**config.mk**
```make
export PLATFORM = sky130hd
export DESIGN_NAME = bsw_wr_if
export DESIGN_NICKNAME = d
export VERILOG_FILES = /design/src/rtl/bsw_pkg.sv /design/src/rtl/bsw_seq.sv /design/src/rtl/bsw_bus.sv /design/src/rtl/bsw_lane.sv /design/src/rtl/bsw_wr_if.sv
export SDC_FILE = /design/constraint.sdc
export NUM_CORES = 1
export LEC_CHECK = 0
export BUFFER_PORTS_ARGS = -buffer_cell sky130_fd_sc_hd__buf_2
export CORE_ASPECT_RATIO = 1.2
export CORE_MARGIN = 2
export CORE_UTILIZATION = 49
export CTS_CLUSTER_DIAMETER = 150
export DETAILED_ROUTE_END_ITERATION = 8
export PLACE_DENSITY = 0.82
export SYNTH_ARGS = -nofsm -noshare
export SYNTH_HDL_FRONTEND = slang
export SYNTH_SLANG_ARGS = --single-unit
export TNS_END_PERCENT = 20
```
**constraint.sdc**
```tcl
create_clock -name clk -period 1.6 [get_ports clk]
set_input_delay 0.24 -clock clk [delete_from_list [all_inputs] [get_ports clk]]
set_output_delay 0.24 -clock clk [all_outputs]
set_load 0.05 [all_outputs]
```
**src/rtl/bsw_pkg.sv**
```systemverilog
package bsw_pkg;
   typedef enum logic [2:0] {
      PH_IDLE  = 3'd0,
      PH_ADDR  = 3'd1,
      PH_LATCH = 3'd2,
      PH_DATA  = 3'd3,
      PH_REL   = 3'd4
   } phase_e;

   localparam int STYLE_RUNTIME = 0;
   localparam int STYLE_FLASH   = 1;
   localparam int STYLE_SRAM    = 2;
endpackage

```
**src/rtl/bsw_seq.sv**
```systemverilog
module bsw_seq
   import bsw_pkg::*;
(
   input  logic   clk,
   input  logic   rst_n,
   input  logic   start_i,
   output phase_e phase_o,
   output logic   cap_o,
   output logic   done_o
);
   phase_e phase_q, phase_d;
   logic   done_q;

   assign cap_o = start_i && (phase_q == PH_IDLE);

   always_comb begin
      phase_d = phase_q;
      unique case (phase_q)
         PH_IDLE:  if (start_i) phase_d = PH_ADDR;
         PH_ADDR:  phase_d = PH_LATCH;
         PH_LATCH: phase_d = PH_DATA;
         PH_DATA:  phase_d = PH_REL;
         PH_REL:   phase_d = PH_IDLE;
         default:  phase_d = PH_IDLE;
      endcase
   end

   always_ff @(posedge clk or negedge rst_n) begin
      if (!rst_n) begin
         phase_q <= PH_IDLE;
         done_q  <= 1'b0;
      end else begin
         phase_q <= phase_d;
         done_q  <= (phase_q == PH_REL);
      end
   end

   assign phase_o = phase_q;
   assign done_o  = done_q;


   busy_start_ignored_chk: assert property (@(posedge clk) disable iff (!rst_n)
      (phase_q != PH_IDLE && start_i) |=> (phase_q != PH_ADDR));

   data_once_chk: assert property (@(posedge clk) disable iff (!rst_n)
      (phase_q == PH_DATA) |=> (phase_q == PH_REL));

   latch_before_data_chk: assert property (@(posedge clk) disable iff (!rst_n)
      (phase_q == PH_DATA) |-> ($past(phase_q) == PH_LATCH));

   done_idle_chk: assert property (@(posedge clk) disable iff (!rst_n)
      done_q |-> (phase_q == PH_IDLE));
endmodule

```
**src/rtl/bsw_bus.sv**
```systemverilog
module bsw_bus
   import bsw_pkg::*;
#(
   parameter int PTR_W  = 21,
   parameter int AD_W   = 16,
   parameter int DATA_W = 8
) (
   input  logic              clk,
   input  logic              rst_n,
   input  logic              cap_i,
   input  logic [PTR_W-1:0]  ptr_i,
   input  logic [DATA_W-1:0] data_i,
   input  phase_e            phase_i,
   output logic [AD_W-1:0]   ad_o,
   output logic              ad_oe_o,
   output logic [PTR_W-AD_W-$clog2(AD_W/DATA_W)-1:0] up_o,
   output logic [$clog2(AD_W/DATA_W)-1:0]            lane_o
);
   localparam int LANES  = AD_W / DATA_W;
   localparam int LANE_W = $clog2(LANES);
   localparam int UP_W   = PTR_W - AD_W - LANE_W;

   if (LANES * DATA_W != AD_W) begin : g_bad_lanes
      $error("bsw_bus: AD_W must be a multiple of DATA_W");
   end
   if (LANES < 2) begin : g_bad_count
      $error("bsw_bus: need at least two byte lanes");
   end
   if (UP_W < 1) begin : g_bad_ptr
      $error("bsw_bus: PTR_W too small for the AD width");
   end

   logic [PTR_W-1:0]  ptr_q;
   logic [DATA_W-1:0] data_q;
   logic [AD_W-1:0]   data_word;

   always_ff @(posedge clk or negedge rst_n) begin
      if (!rst_n) begin
         ptr_q  <= '0;
         data_q <= '0;
      end else if (cap_i) begin
         ptr_q  <= ptr_i;
         data_q <= data_i;
      end
   end

   for (genvar g = 0; g < LANES; g++) begin : g_rep
      assign data_word[g*DATA_W +: DATA_W] = data_q;
   end

   always_comb begin
      ad_o    = '0;
      ad_oe_o = 1'b0;
      unique case (phase_i)
         PH_ADDR, PH_LATCH: begin
            ad_o    = ptr_q[LANE_W +: AD_W];
            ad_oe_o = 1'b1;
         end
         PH_DATA: begin
            ad_o    = data_word;
            ad_oe_o = 1'b1;
         end
         default: ;
      endcase
   end

   assign up_o   = (phase_i != PH_IDLE) ? ptr_q[PTR_W-1 -: UP_W] : '0;
   assign lane_o = ptr_q[LANE_W-1:0];


   ptr_hold_chk: assert property (@(posedge clk) disable iff (!rst_n)
      (phase_i != PH_IDLE && phase_i != PH_ADDR) |-> $stable(ptr_q));

   addr_drive_chk: assert property (@(posedge clk) disable iff (!rst_n)
      (phase_i == PH_ADDR) |-> ad_oe_o);
endmodule

```
**src/rtl/bsw_lane.sv**
```systemverilog
module bsw_lane
   import bsw_pkg::*;
#(
   parameter int LANES = 2,
   parameter int STYLE = STYLE_RUNTIME
) (
   input  logic                     clk,
   input  logic                     rst_n,
   input  logic                     cap_i,
   input  logic                     sram_mode_i,
   input  logic [$clog2(LANES)-1:0] lane_i,
   input  phase_e                   phase_i,
   output logic [LANES-1:0]         be_n_o,
   output logic [$clog2(LANES)-1:0] ba_o,
   output logic                     byte_mode_n_o
);
   localparam int LANE_W = $clog2(LANES);

   if (STYLE < STYLE_RUNTIME || STYLE > STYLE_SRAM) begin : g_bad_style
      $error("bsw_lane: unknown STYLE");
   end

   logic sram_eff;

   if (STYLE == STYLE_RUNTIME) begin : g_runtime
      logic mode_q;
      always_ff @(posedge clk or negedge rst_n) begin
         if (!rst_n)     mode_q <= 1'b0;
         else if (cap_i) mode_q <= sram_mode_i;
      end
      assign sram_eff      = mode_q;
      assign byte_mode_n_o = sram_mode_i;
   end else begin : g_fixed
      assign sram_eff      = (STYLE == STYLE_SRAM);
      assign byte_mode_n_o = (STYLE == STYLE_SRAM);
   end

   for (genvar g = 0; g < LANES; g++) begin : g_be
      assign be_n_o[g] = !(sram_eff && (phase_i == PH_DATA) && (lane_i == LANE_W'(g)));
   end

   assign ba_o = (!sram_eff && phase_i != PH_IDLE) ? lane_i : '0;


   single_lane_chk: assert property (@(posedge clk) disable iff (!rst_n)
      $onehot0(~be_n_o));

   flash_no_be_chk: assert property (@(posedge clk) disable iff (!rst_n)
      (phase_i != PH_IDLE && !sram_eff) |-> (&be_n_o));
endmodule

```
**src/rtl/bsw_wr_if.sv**
```systemverilog
module bsw_wr_if
   import bsw_pkg::*;
#(
   parameter int PTR_W  = 21,
   parameter int AD_W   = 16,
   parameter int DATA_W = 8,
   parameter int STYLE  = STYLE_RUNTIME,
   localparam int LANES  = AD_W / DATA_W,
   localparam int LANE_W = $clog2(LANES),
   localparam int UP_W   = PTR_W - AD_W - LANE_W
) (
   input  logic              clk,
   input  logic              rst_n,
   input  logic              start_i,
   input  logic [PTR_W-1:0]  ptr_i,
   input  logic [DATA_W-1:0] data_i,
   input  logic              sram_mode_i,
   output logic [AD_W-1:0]   ad_o,
   output logic              ad_oe_o,
   output logic [UP_W-1:0]   up_o,
   output logic              ale_o,
   output logic              wrh_n_o,
   output logic              wrl_n_o,
   output logic [LANE_W-1:0] ba_o,
   output logic [LANES-1:0]  be_n_o,
   output logic              byte_mode_n_o,
   output logic              busy_o,
   output logic              done_o
);
   phase_e            phase;
   logic              cap;
   logic [LANE_W-1:0] lane;

   bsw_seq i_seq (
      .clk     (clk),
      .rst_n   (rst_n),
      .start_i (start_i),
      .phase_o (phase),
      .cap_o   (cap),
      .done_o  (done_o)
   );

   bsw_bus #(.PTR_W(PTR_W), .AD_W(AD_W), .DATA_W(DATA_W)) i_bus (
      .clk     (clk),
      .rst_n   (rst_n),
      .cap_i   (cap),
      .ptr_i   (ptr_i),
      .data_i  (data_i),
      .phase_i (phase),
      .ad_o    (ad_o),
      .ad_oe_o (ad_oe_o),
      .up_o    (up_o),
      .lane_o  (lane)
   );

   bsw_lane #(.LANES(LANES), .STYLE(STYLE)) i_lane (
      .clk           (clk),
      .rst_n         (rst_n),
      .cap_i         (cap),
      .sram_mode_i   (sram_mode_i),
      .lane_i        (lane),
      .phase_i       (phase),
      .be_n_o        (be_n_o),
      .ba_o          (ba_o),
      .byte_mode_n_o (byte_mode_n_o)
   );

   assign ale_o   = (phase == PH_ADDR);
   assign wrh_n_o = (phase != PH_DATA);
   assign wrl_n_o = 1'b1;
   assign busy_o  = (phase != PH_IDLE);


   strobe_on_data_chk: assert property (@(posedge clk) disable iff (!rst_n)
      !wrh_n_o |-> (ad_oe_o && !ale_o && busy_o));

   strobe_single_chk: assert property (@(posedge clk) disable iff (!rst_n)
      !wrh_n_o |=> wrh_n_o);

   be_with_strobe_chk: assert property (@(posedge clk) disable iff (!rst_n)
      !(&be_n_o) |-> !wrh_n_o);

   done_pulse_chk: assert property (@(posedge clk) disable iff (!rst_n)
      done_o |=> !done_o);

   ale_from_idle_chk: assert property (@(posedge clk) disable iff (!rst_n)
      $rose(ale_o) |-> $past(!busy_o));
endmodule

```
==> flow_metrics.tcl <==
set metrics [dict create \
    grtUsageTotal_pct 22.2 \
    start_util_pct 50.1 \
    die_w_um 59.2 \
    finalSetupTns_ps -3550 \
    synth_edf_count 0 \
    overflow 0 \
    synth_area_um2 1790 \
    antenna_found_initial 0 \
    r2r-start "i_seq.phase_o[1]" \
    max_slew_margin_pct 49.5 \
    setup_viol 53 \
    skew_ps 5.44 \
    drc_errors 0 \
    dr_total_vias 1417 \
    worstSetupEndpointType "output pin" \
    critPathLaunchType "flip-flop" \
    cts_root_buf "clkbuf_8" \
    path_clk_slew_ps 60 \
    crit_slowest_cell "dfrtp_2" \
    critPathRequiredTime_ps 1360 \
    synth_cells 148 \
    grt_pass1_wl_mm 6.85 \
    async_flop_share_pct 100 \
    synth.most_common_cell "dfrtp_1" \
    io_buffers 61 \
    r2r_end "i_bus.ptr_q[18]" \
    fillerInstances 253 \
    status "complete, but fails checks" \
    fp.coreArea_um2 3570 \
    cts_sinks 34 \
    grt_max_degree 35 \
    syn-num-nets 181 \
    first_global_vias 1483 \
    drive_gt1_share_pct 63.6 \
    hp-class "in2async" \
    hold_violations 0 \
    violations "setup timing" \
    routabilityCongestion 0.779 \
    maxCapViolations 0 \
    path_cells "buf_12, mux2i_1, a211oi_4, buf_6" \
    synth_top_cells_by_area "dfrtp_1 (48%), mux2_2 (18%), mux2i_1 (8.9%)" \
    cts_tree "yes" \
    rows 24 \
    multi_input_area_um2 963 \
    cp_max_fo 16 \
    nNetsFinal 246 \
    final.min_clock_period_ps 1780 \
    dieArea_um2 4160 \
    clockBufferDepth 2 \
    clk_latency_ps 290 \
    wire_per_inst_um 16.6 \
    drt-initial-drc-count 89 \
    yosys_warnings 0 \
    rsz0062_at_grt "yes" \
    fmax_mhz 563 \
    critPathKind "reg2out" \
    numCtsBuffers 5 \
    tightestPinTransition_ps 757 \
    seq_area_um2 855 \
    first_pass_iters 6 \
    antennaDiodeCount 0 \
    yosysTopAreaCellShare_pct 47.5 \
    cpPeakStageDelay_ps 460 \
    htreeDepth 2 \
    synth_area_leader_cell "dfrtp_1" \
    pin_count 63 \
    ff2ff_setup_slack_ps -60 \
    dieHeight_um 70.2 \
    avgSynthCellArea_um2 12.1 \
    dp_hpwl_mm 2.97 \
    finalCritPeriodShare_pct 111 \
    ys_types 24 \
    postRouteAntennaNets 0 \
    totalWireLength_mm 4.20 \
    arrival_ps 1540 \
    ys_top_cells_by_count "dfrtp_1 (34), mux2_2 (28), a211oi_1 (16), a21oi_1 (16), mux2i_1 (16)" \
    ys_seq_elements 34 \
    r2r_cells 4 \
    viasPerCell 5.60 \
    synth_top_flop_cell "dfrtp_1" \
    slew_viol_final 0 \
    area_growth_syn_to_layout_pct 44.4 \
    ys_seq_area_share_pct 47.5 \
    setup_slack_ps -178 \
]
## cell usage in the layout, fill, tap and decap left out, types with 2 or more instances in the layout
master / count
buf_2: 34
dfrtp_1: 31
mux2_2: 25
buf_6: 23
mux2i_1: 16
a21oi_1: 16
a211oi_2: 13
buf_4: 11
clkbuf_8: 8
a211oi_4: 3
nor2b_1: 3
mux2_4: 3
dfrtp_2: 3
buf_12: 3
nor3b_2: 2
nor2_2: 2
nor3_1: 2
nor2_1: 2
mux2_1: 2
buf_8: 2
## flip-flops by register name, indices dropped and copies added (netlist names)
register,count
i_bus.data_q,8
i_seq.done_o,1
i_seq.phase_o,3
i_bus.ptr_q,21
i_lane.g_runtime.mode_q,1
## critical path, delay by kind of cell (launching register included)
family | cells | cell delay [ps]
muxes | 1 | 160
AOI/OAI and AO/OA | 1 | 250
DFF | 1 | 460
buffers and inverters | 2 | 360
## logic make-up after synthesis
group                  synth area share, %
AO/OA/AOI/OAI                         11.2
XOR/XNOR                             0.489
buffers and inverters                 6.22
flip-flops                            47.5
multiplexers                          27.8
other                                0.209
AND/OR/NAND/NOR                       6.57
## metal layers
metal  up-vias  wire, µm  track usage, %
met4         0        82            8.33
met2        44      2320            39.6
met5         -         0               0
met1       708      1600            24.5
met3         9       193            5.37
li1        656         -               -
## worst max path at each step
stage | cells past startpoint | endpoint | from | slack, ps
2_1_floorplan | 4 | ad_o[10] | i_seq.phase_o[1] | -190
3_5_place_dp | 4 | ad_o[4] | i_seq.phase_o[1] | 40
5_1_grt | 4 | ad_o[14] | i_seq.phase_o[1] | -230
6_report | 4 | ad_o[14] | i_seq.phase_o[1] | -180
4_1_cts | 4 | ad_o[2] | i_seq.phase_o[1] | -170
3_3_place_gp | 4 | ad_o[2] | i_seq.phase_o[1] | 60
## final cells by class
type / instances / area share, %
multi-input combinational: 97 / 37.3
sequential: 34 / 33.0
timing repair buffer: 73 / 23.3
clock buffer: 8 / 4.26
tap: 39 / 1.89
inverter: 2 / 0.290
## through the flow
step           area [µm²]  hold slack (ps)  util (%)  setup WS (ps)  instances
4_1_cts              2560             38.2      71.6           -172        252
5_1_grt              2590             72.2      72.4           -225        253
2_1_floorplan        1910            -55.6         -           -193        148
3_5_place_dp         2260              353      63.3           42.7        242
3_3_place_gp         2260              336      63.3           58.6        242
6_report             2590             15.7      72.4           -178        253
## what timing repair did
action                                  in CTS  in global routing
endpoints found under the setup margin      27                 57
buffers inserted                             2                  1
pin swaps                                   13                  0
resized for setup                           57                  6
hold buffers                                 0                  0
Power is not shown: default switching activity piles up to over one toggle a cycle in this logic, so the estimate is an artifact.
